[config.mk]
export PLATFORM = sky130hd
export DESIGN_NAME = hs_text_serout
export DESIGN_NICKNAME = d
export VERILOG_FILES = /design/src/rtl/hs_text_pkg.sv /design/src/rtl/hs_sync.sv /design/src/rtl/hs_ext_edge.sv /design/src/rtl/hs_clk_gen.sv /design/src/rtl/hs_word_shifter.sv /design/src/rtl/hs_text_serout.sv
export SDC_FILE = /design/constraint.sdc
export NUM_CORES = 1
export LEC_CHECK = 0
export ABC_CLOCK_PERIOD_IN_PS = 2500
export CORE_MARGIN = 2
export CORE_UTILIZATION = 60
export CTS_CLUSTER_SIZE = 25
export DETAILED_ROUTE_END_ITERATION = 10
export DONT_BUFFER_PORTS = 1
export PLACE_DENSITY_LB_ADDON = 0.25
export SYNTH_ARGS = -nofsm -noshare
export SYNTH_HDL_FRONTEND = slang
export SYNTH_HIERARCHICAL = 1
export SYNTH_SLANG_ARGS = --single-unit
[constraint.sdc]
create_clock -name clk -period 2.5 [get_ports clk]
set_input_delay 0.25 -clock clk [delete_from_list [all_inputs] [get_ports clk]]
set_output_delay 0.25 -clock clk [all_outputs]
set_load 0.1 [all_outputs]
[src/rtl/hs_text_pkg.sv]
package hs_text_pkg;
   typedef enum logic {
      CLK_SRC_EXT = 1'b0,
      CLK_SRC_INT = 1'b1
   } clk_src_e;

   function automatic clk_src_e decode_src(input logic sel);
      return sel ? CLK_SRC_INT : CLK_SRC_EXT;
   endfunction
endpackage

[src/rtl/hs_sync.sv]
module hs_sync #(
   parameter int STAGES = 2
) (
   input  logic clk,
   input  logic rst_n,
   input  logic d_async,
   output logic q_sync
);
   generate
      if (STAGES < 2) begin : g_bad
         $error("hs_sync needs at least two stages");
      end
   endgenerate

   logic [STAGES-1:0] chain;

   always_ff @(posedge clk or negedge rst_n) begin
      if (!rst_n) chain <= '0;
      else        chain <= {chain[STAGES-2:0], d_async};
   end

   assign q_sync = chain[STAGES-1];
endmodule

[src/rtl/hs_ext_edge.sv]
module hs_ext_edge (
   input  logic clk,
   input  logic rst_n,
   input  logic sck_s,
   input  logic idle_high,
   output logic launch_edge
);
   logic prev;
   logic rise, fall;

   always_ff @(posedge clk or negedge rst_n) begin
      if (!rst_n) prev <= 1'b0;
      else        prev <= sck_s;
   end

   assign rise        = sck_s & ~prev;
   assign fall        = ~sck_s & prev;
   // launch on the edge leaving the idle level
   assign launch_edge = idle_high ? fall : rise;
endmodule

[src/rtl/hs_clk_gen.sv]
module hs_clk_gen #(
   parameter int HALF_DIV    = 16,
   parameter int LAT_PERIODS = 32
) (
   input  logic clk,
   input  logic rst_n,
   input  logic en,
   input  logic req_s,
   input  logic busy,
   output logic sck,
   output logic launch
);
   localparam int LIMIT = LAT_PERIODS * 2 * HALF_DIV;
   localparam int LCW   = $clog2(LIMIT + 1);
   localparam int HCW   = $clog2(HALF_DIV + 1);

   generate
      if (HALF_DIV < 2)    begin : g_bad_div $error("HALF_DIV must be >= 2"); end
      if (LAT_PERIODS < 1) begin : g_bad_lat $error("LAT_PERIODS must be >= 1"); end
   endgenerate

   logic [LCW-1:0] win_cnt;
   logic           active;
   logic [HCW-1:0] half_cnt;
   logic           sck_q;
   logic           half_done;

   // start/stop window: active follows req_s after LIMIT cycles
   always_ff @(posedge clk or negedge rst_n) begin
      if (!rst_n) begin
         win_cnt <= '0;
         active  <= 1'b0;
      end else if (!en) begin
         win_cnt <= '0;
         active  <= 1'b0;
      end else if (req_s != active) begin
         if (win_cnt == LCW'(LIMIT - 1)) begin
            win_cnt <= '0;
            active  <= req_s;
         end else begin
            win_cnt <= win_cnt + 1'b1;
         end
      end else begin
         win_cnt <= '0;
      end
   end

   assign half_done = (half_cnt == HCW'(HALF_DIV - 1));
   assign launch    = en & sck_q & active & busy & half_done;

   always_ff @(posedge clk or negedge rst_n) begin
      if (!rst_n) begin
         sck_q    <= 1'b1;
         half_cnt <= '0;
      end else if (!en) begin
         sck_q    <= 1'b1;
         half_cnt <= '0;
      end else if (sck_q) begin
         if (active && busy) begin
            if (half_done) begin
               sck_q    <= 1'b0;
               half_cnt <= '0;
            end else begin
               half_cnt <= half_cnt + 1'b1;
            end
         end else begin
            half_cnt <= '0;
         end
      end else begin
         if (half_done) begin
            sck_q    <= 1'b1;
            half_cnt <= '0;
         end else begin
            half_cnt <= half_cnt + 1'b1;
         end
      end
   end

   assign sck = sck_q;

   // with nothing to send the clock rests high
   a_r9_hold_high_when_empty: assert property (@(posedge clk) disable iff (!rst_n)
      (en && sck_q && !busy) |=> sck_q);

   // no clock activity outside the start/stop window
   a_r7_no_edge_outside_window: assert property (@(posedge clk) disable iff (!rst_n)
      (sck_q && !active) |=> sck_q);
endmodule

[src/rtl/hs_word_shifter.sv]
module hs_word_shifter #(
   parameter int W = 16
) (
   input  logic         clk,
   input  logic         rst_n,
   input  logic         fetch_en,
   input  logic         launch,
   input  logic [W-1:0] word_data,
   input  logic         word_valid,
   output logic         word_ready,
   output logic         loaded,
   output logic         sdo
);
   localparam int CW = $clog2(W);

   generate
      if (W < 2) begin : g_bad_w $error("word width must be >= 2"); end
   endgenerate

   logic [W-1:0]  sh;
   logic [CW-1:0] cnt;
   logic          loaded_q;
   logic          sdo_q;

   assign word_ready = fetch_en & ~loaded_q;

   always_ff @(posedge clk or negedge rst_n) begin
      if (!rst_n) begin
         sh       <= '0;
         cnt      <= '0;
         loaded_q <= 1'b0;
         sdo_q    <= 1'b0;
      end else if (word_ready && word_valid) begin
         sh       <= word_data;
         cnt      <= '0;
         loaded_q <= 1'b1;
      end else if (launch && loaded_q) begin
         sdo_q <= sh[W-1];
         sh    <= {sh[W-2:0], 1'b0};
         if (cnt == CW'(W - 1)) begin
            cnt      <= '0;
            loaded_q <= 1'b0;
         end else begin
            cnt <= cnt + 1'b1;
         end
      end
   end

   assign loaded = loaded_q;
   assign sdo    = sdo_q;

   // a taken word starts fresh at its MSB
   a_r3_fetch_starts_at_msb: assert property (@(posedge clk) disable iff (!rst_n)
      (word_ready && word_valid) |=> (loaded_q && cnt == '0 && sh == $past(word_data)));

   // the last bit of a word frees the shifter
   a_r2_word_ends_after_last_bit: assert property (@(posedge clk) disable iff (!rst_n)
      (launch && loaded_q && cnt == CW'(W - 1)) |=> !loaded_q);
endmodule

[src/rtl/hs_text_serout.sv]
module hs_text_serout
   import hs_text_pkg::*;
#(
   parameter int WORD_W      = 16,
   parameter int HALF_DIV    = 16,
   parameter int LAT_PERIODS = 32,
   parameter int SYNC_STAGES = 2
) (
   input  logic              clk,
   input  logic              rst_n,
   input  logic              cfg_int_clk,
   input  logic              cfg_ext_idle_high,
   input  logic              req_in,
   input  logic              ext_sck_in,
   input  logic [WORD_W-1:0] word_data,
   input  logic              word_valid,
   output logic              word_ready,
   output logic              sck_out,
   output logic              sdo_out
);
   clk_src_e src;
   logic     req_s, ext_s;
   logic     ext_launch, gen_launch, launch;
   logic     loaded;
   logic     int_en;

   assign src    = decode_src(cfg_int_clk);
   assign int_en = (src == CLK_SRC_INT);

   hs_sync #(.STAGES(SYNC_STAGES)) u_req_sync (
      .clk(clk), .rst_n(rst_n), .d_async(req_in), .q_sync(req_s));

   hs_sync #(.STAGES(SYNC_STAGES)) u_sck_sync (
      .clk(clk), .rst_n(rst_n), .d_async(ext_sck_in), .q_sync(ext_s));

   hs_ext_edge u_edge (
      .clk(clk), .rst_n(rst_n), .sck_s(ext_s),
      .idle_high(cfg_ext_idle_high), .launch_edge(ext_launch));

   hs_clk_gen #(.HALF_DIV(HALF_DIV), .LAT_PERIODS(LAT_PERIODS)) u_gen (
      .clk(clk), .rst_n(rst_n), .en(int_en), .req_s(req_s),
      .busy(loaded), .sck(sck_out), .launch(gen_launch));

   assign launch = int_en ? gen_launch : (ext_launch & req_s);

   hs_word_shifter #(.W(WORD_W)) u_shift (
      .clk(clk), .rst_n(rst_n), .fetch_en(req_s), .launch(launch),
      .word_data(word_data), .word_valid(word_valid), .word_ready(word_ready),
      .loaded(loaded), .sdo(sdo_out));

   // host edges without a request leave the data line alone
   a_r10_ext_quiet_without_req: assert property (@(posedge clk) disable iff (!rst_n)
      (!int_en && !req_s) |=> $stable(sdo_out));

   // no word is taken while the request is low
   a_r3_no_fetch_without_req: assert property (@(posedge clk) disable iff (!rst_n)
      !req_s |-> !word_ready);
endmodule

* After elaboration in Yosys (flattened, before gate mapping)
Cells that the tools add are included.
** Operators by class
- Reductions and logical operators :: 8
- Add/sub/neg operators :: 3
- Equality and inequality tests :: 6
- Bitwise gates (word level) :: 12
- Mux-type cells :: 26
** Operators with widths (count)
- 11-bit 2-to-1 mux :: 3
- 16-bit 2-to-1 mux :: 2
- 5-bit 2-to-1 mux :: 4
- 1-bit 2-to-1 mux :: 14
- 4-bit 2-to-1 mux :: 3
- 11-bit by 1-bit adder with 11-bit output, second input constant :: 1
- 11-bit by 10-bit == test with 1-bit output, second input constant :: 1
- 1-bit bitwise AND :: 8
- 2-bit AND reduction :: 3
- 5-bit by 1-bit adder with 5-bit output, second input constant :: 1
- 5-bit by 4-bit == test with 1-bit output, second input constant :: 1
- 4-bit by 1-bit adder with 4-bit output, second input constant :: 1
- 4-bit == test, second input constant :: 1
- 2-bit by 1-bit inequality test with 1-bit output, second input constant :: 2
- 1-bit inverter :: 4
- 2-bit nonzero test :: 2
- 1-bit logical AND :: 3
- 1-bit inequality test :: 1
** Word-level totals
- Register bits after elaboration :: 45
- Output and inout port bits :: 3
- Word-level logic and storage cells :: 66
- Input bits :: 23

* Depth between registers and ports, before layout
- Depth in word-level cells :: 9
- Depth in mapped cells :: 11
- Gate-level depth less buffers :: 9

* Cells and area by module
The synthesis kept the hierarchy.
** By module, submodules not included
- hs_word_shifter :: seq. area each 550.5 sq um, cells each 84, area an instance 1013.5 sq um, instances 1
- hs_clk_gen :: seq. area each 451.7 sq um, cells each 80, area an instance 893.4 sq um, instances 1
- hs_sync :: seq. area each 50.0 sq um, cells each 2, area an instance 50.0 sq um, instances 2
- hs_ext_edge :: seq. area each 25.0 sq um, cells each 4, area an instance 47.5 sq um, instances 1
- hs_text_serout :: seq. area each 0.0 sq um, cells each 3, area an instance 12.5 sq um, instances 1

* Worst setup path before layout
Ideal clock, no wire load.
- Kind :: reg2reg
- From :: register u_gen.sck_q, in the netlist u_gen/sck
- To :: register u_shift.sh[10]
- Library setup time :: 0.126 ns
- Path buffers :: 2
- Stages on the path, launching flop included :: 11
- Path slack :: 0.197 ns
- Data required time :: 2.374 ns
- Arrival time :: 2.176 ns
- Period minus slack after synthesis :: 2.303 ns
- Cells stage by stage :: dfstp_2 nand3_1 nor3_1 and2_1 nand2_1 o21ai_1 and2_1 buf_4 nor2_4 buf_6 a221o_1
** On the way
- Word-level cells in the longest chain between the ends :: 7
** RTL lines
- start, declared :: RTL line hs_clk_gen.sv:25 : logic sck_q;
- start signal, assigned :: RTL line hs_clk_gen.sv:53 : sck_q <= 1'b1;
- start signal, assigned :: RTL line hs_clk_gen.sv:56 : sck_q <= 1'b1;
- start signal, assigned :: RTL line hs_clk_gen.sv:61 : sck_q <= 1'b0;
- 1-bit bitwise AND (4 in a row) :: RTL line hs_clk_gen.sv:49 : assign launch = en & sck_q & active & busy & half_done;
- net gen_launch :: RTL line hs_text_serout.sv:23 : logic ext_launch, gen_launch, launch;
- 1-bit 2-to-1 mux :: RTL line hs_text_serout.sv:44 : assign launch = int_en ? gen_launch : (ext_launch & req_s);
- net launch :: RTL line hs_text_serout.sv:23
- 1-bit logical AND :: RTL line hs_word_shifter.sv:37 : end else if (launch && loaded_q) begin
- 2-bit nonzero test (no source line)
- end signal, assigned :: RTL line hs_word_shifter.sv:34 : sh <= word_data;
- end signal, assigned :: RTL line hs_word_shifter.sv:39 : sh <= {sh[W-2:0], 1'b0};
- end, declared :: RTL line hs_word_shifter.sv:20 : logic [W-1:0] sh;
The timed path passes the listed nets, and every way through them passes these cells.
A chain may end at the register's enable or synchronous reset.

* Worst setup path after layout
- From :: register u_gen.half_cnt[0]
- To :: register u_shift.sh[12]
** On the way
- Word-level cells in the longest chain between the ends :: 5
** RTL lines
- start, declared :: RTL line hs_clk_gen.sv:24 : logic [HCW-1:0] half_cnt;
- start signal, assigned :: RTL line hs_clk_gen.sv:64 : half_cnt <= half_cnt + 1'b1;
- start signal, assigned :: RTL line hs_clk_gen.sv:74 : half_cnt <= half_cnt + 1'b1;
- 5-bit by 4-bit == test with 1-bit output :: RTL line hs_clk_gen.sv:48 : assign half_done = (half_cnt == HCW'(HALF_DIV - 1));
- 1-bit bitwise AND :: RTL line hs_clk_gen.sv:49
- net gen_launch :: RTL line hs_text_serout.sv:23
- 1-bit 2-to-1 mux :: RTL line hs_text_serout.sv:44
- net launch :: RTL line hs_text_serout.sv:23
- 1-bit logical AND :: RTL line hs_word_shifter.sv:37
- 2-bit nonzero test (no source line)
The timed path passes the listed nets, and every way through them passes these cells.

==> metrics.csv <==
stage,metric,value,unit
yosys,Synth area leader,dfrtp_1,
die,Rows,21,
die,die height,62.7,um
job,MaxCap Viol Count,0,
yosys,most frequent cells after synthesis,"dfrtp_1, a221o_1, nand2_1, and2_1, nand3_1",
clock_network,post-CTS setup-driven buffer insertion count,0,
yosys,Yosys top cell area share,0.533,
yosys,"EDFF count, synth",0,
yosys,Synth async-reset ratio,1.00,
worst_setup_path,Critical Path Fanout Max,9,
placement,GP Congestion,0.779,
finish,# diodes,0,
yosys,most instantiated library cell after synthesis,dfrtp_1,
drt,Starting DRT DRC Count,84,
clock_network,Clock Latency Late Sink,0.37,ns
placement,placed inst area,2110,um2
timing,period utilisation layout,0.911,
global_route,grt ovf,0,
yosys,Synth Instances,175,
timing,Slew headroom,0.393,
clock_network,clock tree sinks,45,
yosys,Mapped Area,2070,um2
worst_setup_path,FF-to-FF setup slack,0.22,ns
finish,Final nets,213,
die,Core Footprint,3310,um2
drt,Detailed Route WL,3.55,mm
placement,HPWL Detailed,2.40,mm
clock_network,CTS Hold Bufs,6,
yosys,flop and latch count out of synthesis,45,
yosys,Mapped Nets,201,
finish,synthesis-to-layout area growth,9.93,%
global_route,largest net degree at the start of global routing,46,
timing,setup ws final,0.222,ns
global_route,first-pass GRT wire length,6.25,mm
hold_path,Hold Crit Class,input port to flip-flop,
clock_network,worst-case clock buffer depth,2,
pwr,Max IR drop VDD,499,uV
yosys,Post-synth top flop,dfrtp_1,
clock_network,CTS Buf Count,5,
global_route,number of global-route vias before repair,1392,
timing,worst hold slack,0.0155,ns
timing,crit path time final,2.28,ns
timing,Final setup viols,0,
drt,Via Count,1367,
die,Boundary Pins,26,
placement,PortBufs,0,
drt,1st-pass router iterations,4,
worst_setup_path,FF-to-FF Start,u_gen/half_cnt[0],
die,Die W,62.7,um
hold_path,Hold Path Origin,cfg_int_clk,
finish,share of cells above drive strength 1,0.138,
drt,Routed WL per cell,15.2,um
clock_network,clk root buf,clkbuf_4,
pwr,Pwr Total,1.72,mW
worst_setup_path,crit path DAT,2.53,ns
timing,skew final,0.0101,ns
worst_setup_path,kind of end point of the critical path,flip-flop,
die,Die ar.,3930,um2
pwr,Leak,0.984,nW
worst_setup_path,Crit Path Class,flip-flop to flip-flop,
timing,RSZ-0062 raised after global routing,no,
yosys,Yosys cell types,47,
run_status,status,"complete, no violations",
hold_path,worst hold path cell count,2,
global_route,GRT Total Usage,0.204,
timing,TNS Setup,0,ns
timing,final slew viol count,0,
worst_setup_path,R2R cell count,10,
drt,vias per cell,5.84,
worst_setup_path,CP Launch Type,flip-flop,
timing,Worst Tran Pin Value,0.911,ns
finish,final core utilization,0.686,
timing,endpoints failing hold,0,
yosys,syn_area_per_cell,11.8,um2
clock_network,clock transition at the registers of the reported paths,0.13,ns
die,Initial Utilization,0.624,
hold_path,Hold Path End,u_gen/active,
clock_network,H-Tree Depth,2,
clock_network,CTS tree,built,
placement,dpl cells,219,
placement,Place WS,0.266,ns
drt,Residual DRC,0,
yosys,Yosys Warn Count,6,
finish,finished layout cell area,2270,um2
clock_network,post-CTS resize count,0,
worst_setup_path,Worst EP required,2.75,ns
timing,Fmax achieved,439,MHz
yosys,sequential area share after synthesis,0.545,
pwr,Pwr Density,756,nW/um2
finish,"non-filler cells, final",234,
drt,Final ANT Viol Nets,0,
yosys,dominant cells by area after synthesis,"dfrtp_1, a221o_1, and2_1",
global_route,initial antenna violation count,0,
worst_setup_path,FF-to-FF End,u_shift/sh[12],
-- sequential cells by signal, summed over array words and instances (netlist names) --
name,count
u_edge/prev,1
u_gen/active,1
u_gen/half_cnt,5
u_gen/sck,1
u_gen/win_cnt,11
u_req_sync/chain,2
u_sck_sync/chain,2
u_shift/cnt,4
u_shift/loaded,1
u_shift/sdo,1
u_shift/sh,16
-- cells in the final DEF, fill, tap and decap left out, types with 2 or more instances in the layout --
cell type | synthesis | layout
a211oi_2 | 2 | 2
a21o_1 | 2 | 2
a21oi_1 | 4 | 4
a221o_1 | 14 | 14
and2_0 | 4 | 4
and2_1 | 12 | 12
buf_4 | 1 | 4
clkbuf_4 | 0 | 5
dfrtp_1 | 44 | 44
dlygate4sd3_1 | 0 | 6
ha_1 | 3 | 3
inv_1 | 2 | 2
mux2i_1 | 2 | 2
nand2_1 | 14 | 14
nand3_1 | 10 | 10
nand3b_1 | 2 | 2
nand4_1 | 2 | 2
nor2_1 | 5 | 5
nor3_1 | 5 | 5
o21ai_0 | 6 | 6
o31ai_1 | 2 | 2
or3_1 | 4 | 4
or4_1 | 2 | 2
xor2_1 | 6 | 6
-- how the worst max path moves through the flow --
stage | from | endpoint | cells past startpoint | slack, ns
after floorplan | u_gen/sck | u_shift/sh[10] | 10 | 0.20
after global placement | u_gen/half_cnt[0] | u_shift/sh[12] | 10 | 0.41
after detailed placement | u_gen/half_cnt[0] | u_shift/sh[12] | 10 | 0.27
after CTS | u_gen/half_cnt[0] | u_shift/sh[12] | 10 | 0.23
after global routing | u_gen/half_cnt[0] | u_shift/sh[12] | 10 | 0.02
final | u_gen/half_cnt[0] | u_shift/sh[12] | 10 | 0.22
-- cells by family after synthesis --
group	after synthesis	synth area share
and+or+nand+nor	72	0.217
adders and majority gates	3	0.0182
AOI/OAI and AO/OA	37	0.146
muxes	3	0.0151
DFF	45	0.545
xor gates and xnor gates	7	0.0297
buffers and inverters	8	0.0278
-- report_power, final --
| part | internal, mW | switching (mW) |
|---|---|---|
| clock | 0.239 | 0.228 |
| combinational | 0.130 | 0.0945 |
| sequential | 0.867 | 0.159 |
| total | 1.24 | 0.481 |
-- cell type report --
| cell class | count | area [um2] |
|---|---|---|
| clock inverters | 1 | 30.0 |
| clock buffers | 7 | 55.1 |
| flip-flops and latches | 45 | 1130 |
| repair buffers | 11 | 110 |
| inverters | 2 | 7.51 |
| multi-input cells | 122 | 885 |
| well taps | 46 | 57.6 |
| fillers | 265 | 1040 |
-- critical path, stage by stage, from the launching register on --
cell and delay (ns):
dfrtp_1 0.40, ha_1 0.20, nand3_1 0.15, nor3_1 0.25, and2_1 0.16, nand2_1 0.04
o21ai_1 0.15, and2_1 0.32, buf_4 0.22, mux2i_1 0.19, o21ai_0 0.09
-- routing by layer --
| layer | vias up | track usage | part of all wire |
|---|---|---|---|
| li1 | 669 | - | - |
| met1 | 671 | 0.252 | 0.44 |
| met2 | 20 | 0.343 | 0.51 |
| met3 | 7 | 0.0396 | 0.030 |
| met4 | 0 | 0.106 | 0.021 |
| met5 | - | 0 | 0 |
(Power assumes the default switching activity.)
